===== src/rtl/segmap_pkg.sv =====
package segmap_pkg;
  // Destination of one CPU data access after translation
  typedef enum logic [1:0] {
    TGT_VOID = 2'd0,
    TGT_RAM  = 2'd1,
    TGT_REG  = 2'd2,
    TGT_IO   = 2'd3
  } target_e;
endpackage


===== src/rtl/segmap_decode.sv =====
module segmap_decode
  import segmap_pkg::*;
#(
  parameter int ADDR_W     = 8,
  parameter int SEG_W      = 8,
  parameter int SEG_COUNT  = 4,
  parameter int SEG0_LIMIT = 'h70,
  parameter int REG_BASE   = 'hF0,
  localparam int OFS_W     = ADDR_W - 1,
  localparam int SEG_IDX_W = (SEG_COUNT > 1) ? $clog2(SEG_COUNT) : 1,
  localparam int RAM_AW    = SEG_IDX_W + OFS_W,
  localparam int REG_N     = (1 << ADDR_W) - REG_BASE,
  localparam int REG_IW    = (REG_N > 1) ? $clog2(REG_N) : 1
) (
  input  logic [ADDR_W-1:0] addr,
  input  logic              stack,
  input  logic [SEG_W-1:0]  seg_reg,
  output target_e           target,
  output logic [RAM_AW-1:0] ram_idx,
  output logic [REG_IW-1:0] reg_idx
);
  logic [SEG_W-1:0] seg_eff;
  logic             seg_empty;
  logic             seg0_hole;

  // stack traffic is pinned to segment 0
  assign seg_eff   = stack ? '0 : seg_reg;
  assign seg_empty = int'(seg_eff) >= SEG_COUNT;
  assign seg0_hole = (seg_eff == '0) && (int'(addr[OFS_W-1:0]) >= SEG0_LIMIT);
  assign ram_idx   = {seg_eff[SEG_IDX_W-1:0], addr[OFS_W-1:0]};
  assign reg_idx   = addr[REG_IW-1:0];

  always_comb begin
    if (addr[ADDR_W-1]) begin
      target = (int'(addr) >= REG_BASE) ? TGT_REG : TGT_IO;
    end else if (seg_empty || seg0_hole) begin
      target = TGT_VOID;
    end else begin
      target = TGT_RAM;
    end
  end
endmodule


===== src/rtl/segmap_regbank.sv =====
module segmap_regbank #(
  parameter int DATA_W   = 8,
  parameter int REG_N    = 16,
  parameter int IDX_X    = 12,
  parameter int IDX_SP   = 13,
  parameter int IDX_B    = 14,
  parameter int IDX_S    = 15,
  parameter int SP_RESET = 'h6F,
  localparam int REG_IW  = (REG_N > 1) ? $clog2(REG_N) : 1
) (
  input  logic              clk,
  input  logic              rst,
  input  logic              we,
  input  logic              re,
  input  logic [REG_IW-1:0] idx,
  input  logic [DATA_W-1:0] wdata,
  output logic [DATA_W-1:0] rdata,
  output logic [DATA_W-1:0] seg_val
);
  logic [REG_N*DATA_W-1:0] bank_flat;

  for (genvar i = 0; i < REG_N; i++) begin : g_byte
    logic hit;
    logic [DATA_W-1:0] byte_q;
    assign hit = we && (int'(idx) == i);
    if (i == IDX_X || i == IDX_SP || i == IDX_B || i == IDX_S) begin : g_ptr
      localparam logic [DATA_W-1:0] RST_VAL = (i == IDX_SP) ? DATA_W'(SP_RESET) : '0;
      always_ff @(posedge clk) begin
        if (rst)      byte_q <= RST_VAL;
        else if (hit) byte_q <= wdata;
      end
    end else begin : g_gen
      always_ff @(posedge clk) begin
        if (hit) byte_q <= wdata;
      end
    end
    assign bank_flat[i*DATA_W +: DATA_W] = byte_q;
  end

  // registered read, old contents when a write hits the same byte
  always_ff @(posedge clk) begin
    if (re) rdata <= bank_flat[idx*DATA_W +: DATA_W];
  end

  assign seg_val = bank_flat[IDX_S*DATA_W +: DATA_W];
endmodule


===== src/rtl/segmap_ram.sv =====
module segmap_ram #(
  parameter int DATA_W = 8,
  parameter int DEPTH  = 512,
  localparam int AW    = (DEPTH > 1) ? $clog2(DEPTH) : 1
) (
  input  logic              clk,
  input  logic              we,
  input  logic              re,
  input  logic [AW-1:0]     idx,
  input  logic [DATA_W-1:0] wdata,
  output logic [DATA_W-1:0] rdata
);
  logic [DATA_W-1:0] mem [DEPTH];

  // single port, read-before-write, contents not reset
  always_ff @(posedge clk) begin
    if (we) mem[idx] <= wdata;
    if (re) rdata <= mem[idx];
  end
endmodule


===== src/rtl/seg_mem_mapper.sv =====
module seg_mem_mapper
  import segmap_pkg::*;
#(
  parameter int DATA_W     = 8,
  parameter int SEG_COUNT  = 4,
  parameter int SEG0_LIMIT = 'h70,
  parameter int REG_BASE   = 'hF0,
  parameter int SP_RESET   = 'h6F,
  localparam int ADDR_W    = 8,
  localparam int OFS_W     = ADDR_W - 1,
  localparam int SEG_IDX_W = (SEG_COUNT > 1) ? $clog2(SEG_COUNT) : 1,
  localparam int RAM_AW    = SEG_IDX_W + OFS_W,
  localparam int RAM_DEPTH = 1 << RAM_AW,
  localparam int REG_N     = (1 << ADDR_W) - REG_BASE,
  localparam int REG_IW    = (REG_N > 1) ? $clog2(REG_N) : 1
) (
  input  logic              clk,
  input  logic              rst,
  input  logic [ADDR_W-1:0] cpu_addr,
  input  logic              cpu_rd,
  input  logic              cpu_wr,
  input  logic              cpu_stack,
  input  logic [DATA_W-1:0] cpu_wdata,
  output logic [DATA_W-1:0] cpu_rdata,
  output logic [ADDR_W-1:0] io_addr,
  output logic              io_rd,
  output logic              io_wr,
  output logic [DATA_W-1:0] io_wdata,
  input  logic [DATA_W-1:0] io_rdata
);
  target_e           tgt;
  target_e           sel_q;
  logic [RAM_AW-1:0] ram_idx;
  logic [REG_IW-1:0] reg_idx;
  logic [DATA_W-1:0] s_val;
  logic [DATA_W-1:0] ram_q;
  logic [DATA_W-1:0] reg_q;
  logic [DATA_W-1:0] io_q;

  segmap_decode #(
    .ADDR_W(ADDR_W), .SEG_W(DATA_W), .SEG_COUNT(SEG_COUNT),
    .SEG0_LIMIT(SEG0_LIMIT), .REG_BASE(REG_BASE)
  ) i_decode (
    .addr(cpu_addr), .stack(cpu_stack), .seg_reg(s_val),
    .target(tgt), .ram_idx(ram_idx), .reg_idx(reg_idx)
  );

  segmap_regbank #(
    .DATA_W(DATA_W), .REG_N(REG_N),
    .IDX_X(REG_N - 4), .IDX_SP(REG_N - 3), .IDX_B(REG_N - 2), .IDX_S(REG_N - 1),
    .SP_RESET(SP_RESET)
  ) i_regbank (
    .clk(clk), .rst(rst),
    .we(cpu_wr && tgt == TGT_REG), .re(cpu_rd && tgt == TGT_REG),
    .idx(reg_idx), .wdata(cpu_wdata), .rdata(reg_q), .seg_val(s_val)
  );

  segmap_ram #(.DATA_W(DATA_W), .DEPTH(RAM_DEPTH)) i_ram (
    .clk(clk),
    .we(cpu_wr && tgt == TGT_RAM), .re(cpu_rd && tgt == TGT_RAM),
    .idx(ram_idx), .wdata(cpu_wdata), .rdata(ram_q)
  );

  assign io_addr  = cpu_addr;
  assign io_wdata = cpu_wdata;
  assign io_rd    = cpu_rd && (tgt == TGT_IO);
  assign io_wr    = cpu_wr && (tgt == TGT_IO);

  always_ff @(posedge clk) begin
    if (rst) begin
      sel_q <= TGT_VOID;
      io_q  <= '0;
    end else if (cpu_rd) begin
      sel_q <= tgt;
      if (tgt == TGT_IO) io_q <= io_rdata;
    end
  end

  always_comb begin
    unique case (sel_q)
      TGT_RAM: cpu_rdata = ram_q;
      TGT_REG: cpu_rdata = reg_q;
      TGT_IO:  cpu_rdata = io_q;
      default: cpu_rdata = '0;
    endcase
  end
endmodule


===== config.mk =====
export PLATFORM = sky130hd
export DESIGN_NAME = seg_mem_mapper
export DESIGN_NICKNAME = d
export VERILOG_FILES = /design/src/rtl/segmap_pkg.sv /design/src/rtl/segmap_decode.sv /design/src/rtl/segmap_regbank.sv /design/src/rtl/segmap_ram.sv /design/src/rtl/seg_mem_mapper.sv
export SDC_FILE = /design/constraint.sdc
export NUM_CORES = 2
export LEC_CHECK = 0
export CORE_MARGIN = 2
export CORE_UTILIZATION = 30
export CTS_BUF_LIST = sky130_fd_sc_hd__clkbuf_4
export DETAILED_ROUTE_END_ITERATION = 10
export HOLD_SLACK_MARGIN = 0.15
export PLACE_DENSITY_LB_ADDON = 0.15
export SYNTH_ARGS = -nofsm -noshare
export SYNTH_HDL_FRONTEND = slang
export SYNTH_HIERARCHICAL = 1
export SYNTH_SLANG_ARGS = --single-unit

===== constraint.sdc =====
create_clock -name clk -period 8.1 [get_ports clk]
set_input_delay 1.62 -clock clk [delete_from_list [all_inputs] [get_ports clk]]
set_output_delay 1.62 -clock clk [all_outputs]
set_load 0.03 [all_outputs]

==> results.yml <==
status:
  outcome: "finished with violations"
  violations: "max-capacitance violations, max-slew violations"
synth:
  synth.most_common_cell: "edfxtp_1"
  synth-async-reset-ratio_pct: 0
  synth_top_flop_cell: "edfxtp_1"
  post_synth_most_frequent_cells: "edfxtp_1 (4208), mux4_2 (825), nor2_1 (565), mux2i_1 (443), clkbuf_1 (206)"
  post_synth_top_area_cell: "edfxtp_1"
  synth-seq-area-share_pct: 77.2
  synth_area_um2: 165000
  netlist.area_leader.share_pct: 76.7
  synth.distinct_cells: 76
  netlist_top_cells_area: "edfxtp_1 (77%), mux4_2 (11%), mux2i_1 (2.7%)"
  ys_seq_elements: 4250
  synthesis.nets: 8044
  postSynthCellCount: 8015
  ys_warn_count: 6
  synth_enable_flop_cells: 4208
  post_synth.cell_area_avg_um2: 20.6
sta:
  setup_ws_ns: 1.69
  timing.final.max_slew_violations: 4
  relSlewSlack_pct: -2.98
  final.period_utilization_pct: 79.2
  period_minus_slack_ns: 6.41
  clock-skew-final_ns: 0.150
  setup-violations-final: 0
  rsz_0062_raised_after_global_routing: "no"
  max_slew.worst_pin.slew_ns: 1.53
  setup_tns_ns: 0
  report.final.hold_viol_count: 0
  maxClockFrequency_mhz: 156
critical_path:
  worst-setup-path-type: "reg -> out"
  worst-endpoint-required_ns: 6.48
  critical_path_peak_fanout: 9
  cp_data_arrival_time_ns: 4.79
  endpoint_kind: "primary output"
  worstSetupStartpointType: "flip-flop"
floorplanning:
  core_area_um2: 548000
  die-width_um: 745
  top_level_ports: 55
  chipHeight_um: 745
  num_rows: 272
  total_die_area_um2: 555000
  floorplan.initialDensity_pct: 30.1
route:
  num_vias: 88338
  detailedRoute.firstIterationViolations: 9742
  route.detailed.drc: 0
  first_pass_iters: 6
  antenna_violating_nets_post_route: 0
  route.detailed.vias_per_inst: 5.19
  routedWlPerCell_um: 32.1
  wl_mm: 547
job:
  drv_cap: 4
clocking:
  numCtsBuffers: 1200
  clock_tree.htree_level_count: 7
  clk_latency_ns: 1.77
  cts_buffer_depth: 5
  post-cts-setup-buffers: 0
  tritoncts: "done"
  cts.root.buffer_cell: "clkbuf_4"
  cts_sinks: 4250
  worst_setup_hold_path_clk_slew_ns: 0.07
global_routing:
  grt_pass1_vias: 91662
  grt.total_usage_pct: 19.4
  grt_start_max_net_pins: 188
  antenna_found_initial: 42
  globalRoute.totalOverflow: 0
  grt_first_pass_wirelength_mm: 751
final_layout:
  final_cells: 17032
  final_area_um2: 188000
  flow.area_growth_from_synthesis_pct: 14.3
  final_design_utilization_pct: 34.4
  design.final.nets: 9038
  share_of_layout_cells_above_drive_strength_1_pct: 30.1
place:
  placement.io_buffers: 54
  placedInstanceArea_um2: 174000
  dp_slack_ns: 1.12
  post-place-cells: 15062
  detailedPlacementHpwl_mm: 341
  gp_congestion: 0.829
power_and_ir_drop:
  power-per-cell-area_nw_per_um2: 238
  ir_drop_uv: 122
  power.leakage_nw: 59.2
hold_path:
  hold_path.class: "in -> reg"
-- final cells by class --
class                      instances  area [µm²]
tap                             7261        9080
multi-input combinational       3220       35100
inverter                           4        20.0
antenna                           28        70.1
clock inverter                   292        1510
clock buffer                    1644       12300
fill                           51904      359000
timing repair buffer             333        3160
sequential                      4250      127000
-- placed cells by master (no fill, tap or decap), types with 91 or more instances in the layout --
master       n
mux2i_1    443
edfxtp_1  4208
buf_4      238
a21oi_1    103
clkbuf_4  1645
a22oi_1    196
nor2_1     555
nand2_1    134
a221oi_1    91
o22ai_1    118
mux4_2     825
clkinv_1   216
-- registers in the layout, summed over array words and instances, names as in the netlist --
signal	cells
i_ram/mem	4096
i_ram/rdata	8
i_regbank/g_byte.byte_q	120
i_regbank/rdata	8
i_regbank/seg_val	8
io_q	8
sel_q	2
-- worst max-delay path: stages, from the launching register on --
cell and delay [ns]:
dfxtp_1 0.33, or4_1 0.61, o31a_1 0.29, a41oi_1 0.43, and3_1 0.60, clkdlybuf4s50_1 0.78
-- cell families after synthesis --
family | after synthesis | synth area share [%]
multiplexers | 1317 | 14.5
buffers and inverters | 545 | 1.76
AO/OA/AOI/OAI | 844 | 3.61
flip-flops | 4250 | 77.2
AND/OR/NAND/NOR | 1059 | 2.96
-- what timing repair did --
action,in CTS,in global routing
gates resized for setup,0,0
hold endpoints to repair,77,0
hold buffers,5,0
setup endpoints to repair,0,0
-- per-layer routing --
metal	vias to the layer above	GRT usage (%)	wire length (µm)
li1	36182	-	-
met1	47710	26.9	239000
met2	3782	30.4	259000
met3	660	4.27	36500
met4	4	6.61	13200
met5	-	0	26
-- where the power goes --
group / leakage, nW / internal (mW) / switching [mW]
combinational: 12.7 / 0.654 / 1.53
clock: 8.33 / 9.72 / 8.81
sequential: 38.2 / 24.2 / 0.0150
-- per-stage QoR --
stage	hold WS, ns	total power, mW
after floorplan	0.427	25.7
after global placement	0.442	26.9
after detailed placement	0.453	26.9
after CTS	0.166	45.6
after global routing	0.248	46.8
final	0.442	44.9
-- worst paths after layout --
path,slack (ns),end,from,cells after the start
setup / recovery,1.69,io_rd,i_regbank/seg_val[7]$_SDFFE_PP0P_,5
hold / removal,0.44,i_ram/mem[394][4]$_DFFE_PP_,cpu_wdata[4],1
setup reg to reg,2.62,i_ram/rdata[2]$_DFFE_PP_,i_regbank/seg_val[0]$_SDFFE_PP0P_,8
hold reg to reg,0.47,i_regbank/g_byte[13].byte_q[6]$_SDFFE_PP1P_,i_regbank/g_byte[13].byte_q[6]$_SDFFE_PP1P_,1
Power figures use the tool's default switching activity.
